**config.mk**
```make
export PLATFORM = sky130hd
export DESIGN_NAME = seqmul
export DESIGN_NICKNAME = d
export VERILOG_FILES = /design/src/rtl/seqmul.sv
export SDC_FILE = /design/constraint.sdc
export NUM_CORES = 1
export LEC_CHECK = 0
export BUFFER_PORTS_ARGS = -buffer_cell sky130_fd_sc_hd__buf_2
export CAP_MARGIN = 20
export CORE_MARGIN = 2
export CORE_UTILIZATION = 45
export DETAILED_ROUTE_END_ITERATION = 10
export PLACE_DENSITY_LB_ADDON = 0.08
export SYNTH_ARGS = -nofsm -noshare
export SYNTH_HDL_FRONTEND = slang
export SYNTH_SLANG_ARGS = --single-unit
export TNS_END_PERCENT = 20
```
**constraint.sdc**
```tcl
create_clock -name clk -period 5.6 [get_ports clk]
set_clock_uncertainty 0.05 [all_clocks]
set_input_delay 1.12 -clock clk [delete_from_list [all_inputs] [get_ports clk]]
set_output_delay 1.12 -clock clk [all_outputs]
set_load 0.05 [all_outputs]
```
**src/rtl/seqmul.sv**
```systemverilog
module seqmul #(
  parameter int WORD_W = 16
) (
  input  logic              clk,
  input  logic              rst_n,
  input  logic              start,
  input  logic              size_word,
  input  logic              is_signed,
  input  logic [WORD_W-1:0] op_mul,
  input  logic [WORD_W-1:0] op_mcand,
  output logic [WORD_W-1:0] prod_hi,
  output logic [WORD_W-1:0] prod_lo,
  output logic              cf,
  output logic              of,
  output logic              busy,
  output logic              done
);
  localparam int HALF_W = WORD_W / 2;
  localparam int CNT_W  = $clog2(WORD_W);
  localparam logic [CNT_W-1:0] CNT_WORD = CNT_W'(WORD_W - 1);
  localparam logic [CNT_W-1:0] CNT_BYTE = CNT_W'(HALF_W - 1);
  localparam logic [WORD_W-1:0] MSK_BYTE = {{(WORD_W-HALF_W){1'b0}}, {HALF_W{1'b1}}};

  typedef enum logic [2:0] {S_IDLE, S_SIGN, S_INIT, S_LOOP, S_NEG, S_FIN} st_t;

  st_t               st;
  logic [WORD_W-1:0] acc_a, mul_c, mcd_b;
  logic              cy, sflag, sz_q, sg_q;
  logic [CNT_W-1:0]  cnt;

  function automatic logic [WORD_W-1:0] fmask(input logic wd);
    return wd ? '1 : MSK_BYTE;
  endfunction

  function automatic logic ftop(input logic [WORD_W-1:0] v, input logic wd);
    return wd ? v[WORD_W-1] : v[HALF_W-1];
  endfunction

  function automatic logic [WORD_W-1:0] frrc(input logic [WORD_W-1:0] v, input logic cin,
                                             input logic wd);
    logic [WORD_W-1:0] r;
    r = (v & fmask(wd)) >> 1;
    if (wd) r[WORD_W-1] = cin;
    else    r[HALF_W-1] = cin;
    return r;
  endfunction

  function automatic logic [WORD_W-1:0] fneg(input logic [WORD_W-1:0] v, input logic wd);
    return (~v + 1'b1) & fmask(wd);
  endfunction

  logic [WORD_W-1:0] msk;
  logic [WORD_W:0]   sum_full;
  logic [WORD_W-1:0] sum_f;
  logic              add_co;
  logic [WORD_W-1:0] a_next, c_next;
  logic [WORD_W-1:0] hi_chk;
  logic              flag_v;
  logic              c_neg, b_neg;

  assign msk      = fmask(sz_q);
  assign sum_full = {1'b0, acc_a} + {1'b0, (cy ? mcd_b : '0)};
  assign sum_f    = sum_full[WORD_W-1:0] & msk;
  assign add_co   = sz_q ? sum_full[WORD_W] : sum_full[HALF_W];
  assign a_next   = frrc(sum_f, add_co, sz_q);
  assign c_next   = frrc(mul_c, sum_f[0], sz_q);
  assign c_neg    = sg_q & ftop(mul_c, sz_q);
  assign b_neg    = sg_q & ftop(mcd_b, sz_q);
  assign hi_chk   = (acc_a + {{(WORD_W-1){1'b0}}, ftop(mul_c, sz_q)}) & msk;
  assign flag_v   = sg_q ? (hi_chk != '0) : (acc_a != '0);
  assign busy     = (st != S_IDLE);

  always_ff @(posedge clk) begin
    if (!rst_n) begin
      st      <= S_IDLE;
      acc_a   <= '0;
      mul_c   <= '0;
      mcd_b   <= '0;
      cy      <= 1'b0;
      sflag   <= 1'b0;
      sz_q    <= 1'b0;
      sg_q    <= 1'b0;
      cnt     <= '0;
      prod_hi <= '0;
      prod_lo <= '0;
      cf      <= 1'b0;
      of      <= 1'b0;
      done    <= 1'b0;
    end else begin
      done <= 1'b0;
      case (st)
        S_IDLE: if (start) begin
          mcd_b <= op_mcand & fmask(size_word);
          mul_c <= op_mul & fmask(size_word);
          sz_q  <= size_word;
          sg_q  <= is_signed;
          sflag <= 1'b0;
          cy    <= 1'b0;
          st    <= S_SIGN;
        end
        S_SIGN: begin
          if (c_neg) mul_c <= fneg(mul_c, sz_q);
          if (b_neg) mcd_b <= fneg(mcd_b, sz_q);
          sflag <= sflag ^ c_neg ^ b_neg;
          st    <= S_INIT;
        end
        S_INIT: begin
          acc_a <= '0;
          mul_c <= frrc(mul_c, cy, sz_q);
          cy    <= mul_c[0];
          cnt   <= sz_q ? CNT_WORD : CNT_BYTE;
          st    <= S_LOOP;
        end
        S_LOOP: begin
          acc_a <= a_next;
          mul_c <= c_next;
          cy    <= mul_c[0];
          if (cnt != '0) cnt <= cnt - 1'b1;
          else           st  <= S_NEG;
        end
        S_NEG: begin
          if (sflag) begin
            mul_c <= fneg(mul_c, sz_q);
            acc_a <= (mul_c != '0) ? (~acc_a & msk) : fneg(acc_a, sz_q);
          end
          st <= S_FIN;
        end
        S_FIN: begin
          prod_hi <= acc_a;
          prod_lo <= mul_c;
          cf      <= flag_v;
          of      <= flag_v;
          done    <= 1'b1;
          st      <= S_IDLE;
        end
        default: st <= S_IDLE;
      endcase
    end
  end
endmodule

```
Word level (Yosys, flattened, before mapping). Cells that the tools add are included. Widths: inputs -> output; s select.

Bits in registers: 93. Output and inout bits: 36. Logic and storage cells: 100.

Add/subtract/negate cells: 6. Eq/ne operators: 11. Mux-type cells: 33. Bitwise logic cells: 17. Reductions and logical operators: 20.

Operator list (count): $and 16x16->16 (10); $mux 16 (10); $pmux 16 s5 (1); $add 16x1->16 const B (3); $not 16->16 (3); $pmux 16 s3 (1); $reduce_bool 16->1 (3); $pmux 16 s2 (1); $add 16x16->17 (1); $add 16x1->16 (1); $pmux 3 s5 (1); $mux 1 (12); $ne 2x2->1 const B (6); $reduce_and 2->1 (6); $mux 4 (2); $pmux 4 s2 (1); $eq 3x2->1 const B (2); $eq 3x3->1 const B (2); $mux 3 (2); $reduce_bool 2->1 (3); $reduce_bool 3->1 (2); $reduce_bool 5->1 (1); $pmux 1 s2 (2); $reduce_and 4->1 (1); other kinds (8) (10).

Longest topological paths before layout.
Depth in word-level cells: 6. Gate-level depth with buffers: 11. Gate-level depth less buffers: 11.

Worst setup path before layout. Ideal clock, no wire load.

Path type: reg-to-reg. Start point: register sz_q. End point: register of. Library setup time: 0.129 ns. Arrival time: 2.377 ns. Required time: 5.421 ns. Setup slack: 3.044 ns. Stages on the path, launching flop included: 11. Path buffers: 1. Clock period less this slack: 2.556 ns. Cells stage by stage: dfxtp_1 > clkbuf_1 > mux2_2 > ha_1 > ha_1 > nand2_1 > nor2_1 > or3_1 > a2111o_1 > a32oi_1 > nand2_1.

Longest elaborated chain between the ends: 5. Elaborated cells between the ends (all ways): 6. Those cells by class: add/sub (1); mux (3); bitwise (1); reduce/logical (1).

Ends and longest elaborated chain: start: declaration (RTL line 28) `logic cy, sflag, sz_q, sg_q;`; start signal: assignment (RTL line 95) `sz_q <= size_word;`; $mux 1 (RTL line 36) `return wd ? v[WORD_W-1] : v[HALF_W-1];`; $add 16x1->16 (RTL line 69) `assign hi_chk = (acc_a + {{(WORD_W-1){1'b0}}, ftop(mul_c, sz_q)}) & msk;`; $and 16x16->16 (*) (RTL line 69); $reduce_bool 16->1 (*) (RTL line 70) `assign flag_v = sg_q ? (hi_chk != '0) : (acc_a != '0);`; $mux 1 (*) (RTL line 70); end signal: assignment (RTL line 132) `of <= flag_v;`; end: declaration (RTL line 14) `output logic of,`.

Every way passes the cells marked *; elsewhere a longest branch is shown, timed or not. A chain may end at the register's enable or synchronous reset.

Worst setup path after layout.
Start point: register st[0]. End point: output port busy.

Longest elaborated chain between the ends: 1.

Ends and longest elaborated chain: start: declaration (RTL line 26) `st_t st;`; start signal: assignment (RTL line 75) `st <= S_IDLE;`; start signal: assignment (RTL line 99) `st <= S_SIGN;`; start signal: assignment (RTL line 105) `st <= S_INIT;`; $reduce_bool 3->1 (RTL line 71) `assign busy = (st != S_IDLE);`; end: declaration (RTL line 15) `output logic busy,`.

No other way between the ends.

==> key figures <==
Logic synthesis
  • Main combinational cell family by area after synthesis: simple AND/OR/NAND/NOR gates
  • Flip-flop and latch count after synthesis: 93
  • Largest cells by area after synthesis: dfxtp_1 (30%), nand2_1 (7.8%), a21oi_1 (6.6%)
  • Share of the synthesized netlist area taken by xor and xnor gates: 0.0252
  • Yosys warns: 0
  • Sequential-to-total area share from yosys stat: 0.297
  • Syn Area/Cell: 7.32 sq um
  • Compound-Gate Fraction of Synth Area: 0.268
  • Mux cell area share after synthesis: 0.0284
  • Async set-or-reset flop fraction in the synthesized netlist: 0
  • Simple logic cell fraction of the synthesized area: 0.281
  • Synthesized netlist cell count: 855
  • Post-synthesis cell type count: 73
  • Net count after synthesis: 915
  • Synthesized-area fraction occupied by adder cells: 0.0472
  • Post-synthesis instance area: 6260 sq um
  • Share of the synthesized area in the top cell type: 0.297
  • Synth area leader: dfxtp_1
  • EDFF count, synth: 0
  • Ys flop type: dfxtp_1

Setup path
  • Cells on worst reg2reg path: 8
  • Max stage delay on crit path: 0.60 ns
  • Endpoint arrival time on the critical path: 1.99 ns
  • Top delay family on crit path: simple AND/OR/NAND/NOR gates
  • Standard cell with the maximum stage delay on the critical path: nor3_1
  • Register-to-register setup slack: 2.71 ns
  • Type of element capturing the critical path: output port
  • Start point of the critical path: st[0]
  • Number of buffers and inverters on the critical path: 2
  • Worst Setup Start Kind: flip-flop
  • Worst R2R Start: mul_c[0]
  • Endpoint of the worst-slack reg-to-reg timing path: acc_a[11]
  • Cells traversed along the worst timing path: nor3_1 > inv_1 > buf_2
  • Critical Setup Path Class: reg -> out
  • Worst EP required: 4.43 ns
  • Maximum fanout along the worst path: 22

Layout
  • Footprint of the flip-flops and latches: 1860 sq um
  • Fill cell total of the finished layout: 1382
  • Number of inserted diodes: 0
  • Final #Nets: 945
  • Area growth from synthesis to final layout: 11.5%
  • Multi-input gate area in the final layout: 4070 sq um
  • Layout cell share with drive strength beyond 1: 0.133
  • Area of all placed cells without fillers: 6980 sq um

Floorplan
  • Width of the die: 122 um
  • Core area: 13700 sq um
  • Die Y-Extent: 122 um
  • Boundary pin count: 73
  • Die area: 14900 sq um
  • Starting utilization of the core area: 0.456
  • Number of placement rows: 43

Timing
  • Setup tns final: 0 ns
  • Actual transition at the worst max-transition pin: 0.825 ns
  • Min cycle time layout: 3.16 ns
  • Number of max-slew violations in the final report: 0
  • Achievable frequency: 317 MHz
  • Worst max-slew margin expressed relative to the limit: 0.449
  • Final-report setup violation count: 0
  • Final hold violations: 0
  • Share of the cycle needed by the critical path after routing: 0.564
  • RSZ-0062 raised after global routing: false

Placed design
  • # port buffers: 72
  • RD Place Congestion: 0.915
  • Area after DPL: 6680 sq um
  • DP HPWL: 13100 um

GRT
  • Antenna violations before repair: 0
  • Pin count of the biggest net entering global routing: 43
  • Congestion Overflow GR: 0
  • First-pass GRT wire length: 29800 um
  • Number of global-route vias before repair: 5878
  • Overall track demand over capacity in global routing: 0.248

Clocking
  • Clock tree from TritonCTS: built
  • Maximum level of the CTS H-tree: 3
  • Number of cells upsized or downsized after cts: 0
  • Post-CTS Repair Setup Buffers: 0
  • CTS sink cnt: 93
  • Number of hold buffers added after cts: 0
  • Clock Path Buffers: 2
  • Clock latency reported for the late side of the worst-skew pair: 0.36 ns
  • Clock transition time at the flip-flop clock pins of the worst setup and hold paths: 0.07 ns
  • Clock root buffer: clkbuf_16
  • CTS buffer count: 9

Route
  • Per-cell via count in the routed design: 6.00
  • Count of unresolved DRC violations after routing: 0
  • Total vias in the final route: 6422
  • Remaining number of nets flagged by the antenna check after routing: 0
  • Total wire length after detailed routing: 18200 um
  • First-pass detailed-route iteration total: 5
  • Initial DRC Count: 565
  • DR WL/cell: 17.0 um

Outcome
  • Status: finished, final reports clean

Hold path
  • HP Start: prod_lo[11]
  • WHS Path Cells: 2
  • Type of the tightest min-delay check: reg -> reg
  • Hold Path End: prod_lo[11]

Power
  • P per Cell Area: 277 nW/um^2
  • Static Leak: 2.70 nW
  • Worst IR Drop VDD: 0.152 mV

Job
  • Number of violations of the max-capacitance limit: 0
## cells in the final DEF, fill, tap and decap left out, drive strengths merged, types with 11 or more instances in the layout
| master | instances |
|---|---|
| buf | 80 |
| a21oi | 83 |
| a22oi | 21 |
| nand2 | 130 |
| and2 | 19 |
| dfxtp | 93 |
| nor3 | 39 |
| o21ai | 58 |
| mux2i | 11 |
| a211oi | 13 |
| nor2 | 69 |
| inv | 24 |
| nand3 | 27 |
| nor4 | 18 |
| ha | 22 |
## registers in the layout (all words and copies together), names as in the netlist
name	flops
done	1
sflag	1
mcd_b	16
of	1
sg_q	1
cy	1
st	3
prod_hi	16
prod_lo	16
sz_q	1
mul_c	16
acc_a	16
cnt	4
## kinds of logic after synthesis
group / count (synthesis)
adder cells (fa/ha/maj): 23
AO/OA/AOI/OAI: 262
XOR/XNOR: 18
flip-flops: 93
AND/OR/NAND/NOR: 359
buffers and inverters: 83
multiplexers: 17
## layer usage
layer | GRT usage | share of wire | up-vias
li1 | - | - | 3184
met1 | 0.340 | 0.47 | 2998
met5 | 0 | 0 | -
met2 | 0.401 | 0.45 | 215
met3 | 0.0295 | 0.056 | 25
met4 | 0.0891 | 0.022 | 0
## worst register-to-register path: cells and delay by family (launching register included)
kind,cells,cell delay [ns]
AND/OR/NAND/NOR,4,1.64
flip-flops,1,0.38
multiplexers,1,0.29
adder cells (fa/ha/maj),1,0.22
AO/OA/AOI/OAI,1,0.12
buffers and inverters,1,0.08
## final cells by class
class	count	share of cell area
well taps	180	0.0323
clock buffers	9	0.0323
multi-input cells	679	0.582
clock inverters	7	0.0116
repair buffers	80	0.0631
flip-flops and latches	93	0.267
inverters	22	0.0118
## Yosys cell counts, drive strengths merged (3+ instances only)
| cell | number |
|---|---|
| a21o | 8 |
| a32oi | 3 |
| buf | 11 |
| o21ai | 58 |
| o211ai | 9 |
| nand4 | 7 |
| nor2 | 69 |
| a31oi | 8 |
| a221o | 7 |
| xnor2 | 9 |
| o21a | 4 |
| or4 | 5 |
| nor3b | 7 |
| or3 | 10 |
| nand3 | 27 |
| nor2b | 7 |
| mux2 | 6 |
| and2 | 19 |
| inv | 20 |
| nor3 | 39 |
| a22o | 7 |
| xor2 | 9 |
| clkbuf | 50 |
| and3 | 7 |
| nor4 | 18 |
| a21boi | 3 |
| ha | 22 |
| nand2b | 8 |
| a311oi | 3 |
| mux2i | 11 |
| a21oi | 83 |
| o221ai | 3 |
| a211oi | 13 |
| nand2 | 130 |
| a22oi | 21 |
| dfxtp | 93 |
| o31ai | 8 |
## where the power goes
group	total, mW	switching, mW	internal, mW
clock	0.643	0.290	0.353
sequential	0.767	0.0695	0.698
combinational	0.523	0.324	0.199
total	1.93	0.683	1.25
## metrics by stage
stage	util	instances	hold slack [ns]	power, mW	setup WS (ns)
2_1_floorplan	-	855	0.408	1.17	3.04
5_1_grt	0.509	1070	0.419	2.03	2.31
3_5_place_dp	0.487	1054	0.395	1.30	2.73
4_1_cts	0.509	1070	0.404	1.94	2.45
6_report	0.509	1070	0.401	1.93	2.44
3_3_place_gp	0.485	1053	0.391	1.28	2.77
## worst max path at each step
| stage | slack, ns | cells after the start | end |
|---|---|---|---|
| after CTS | 2.45 | 3 | busy |
| after global routing | 2.31 | 3 | busy |
| final | 2.44 | 3 | busy |
| after floorplan | 3.04 | 10 | of |
| after global placement | 2.77 | 4 | acc_a[4] |
| after detailed placement | 2.73 | 4 | acc_a[4] |
Note: power is estimated with default switching activity, not from simulation.
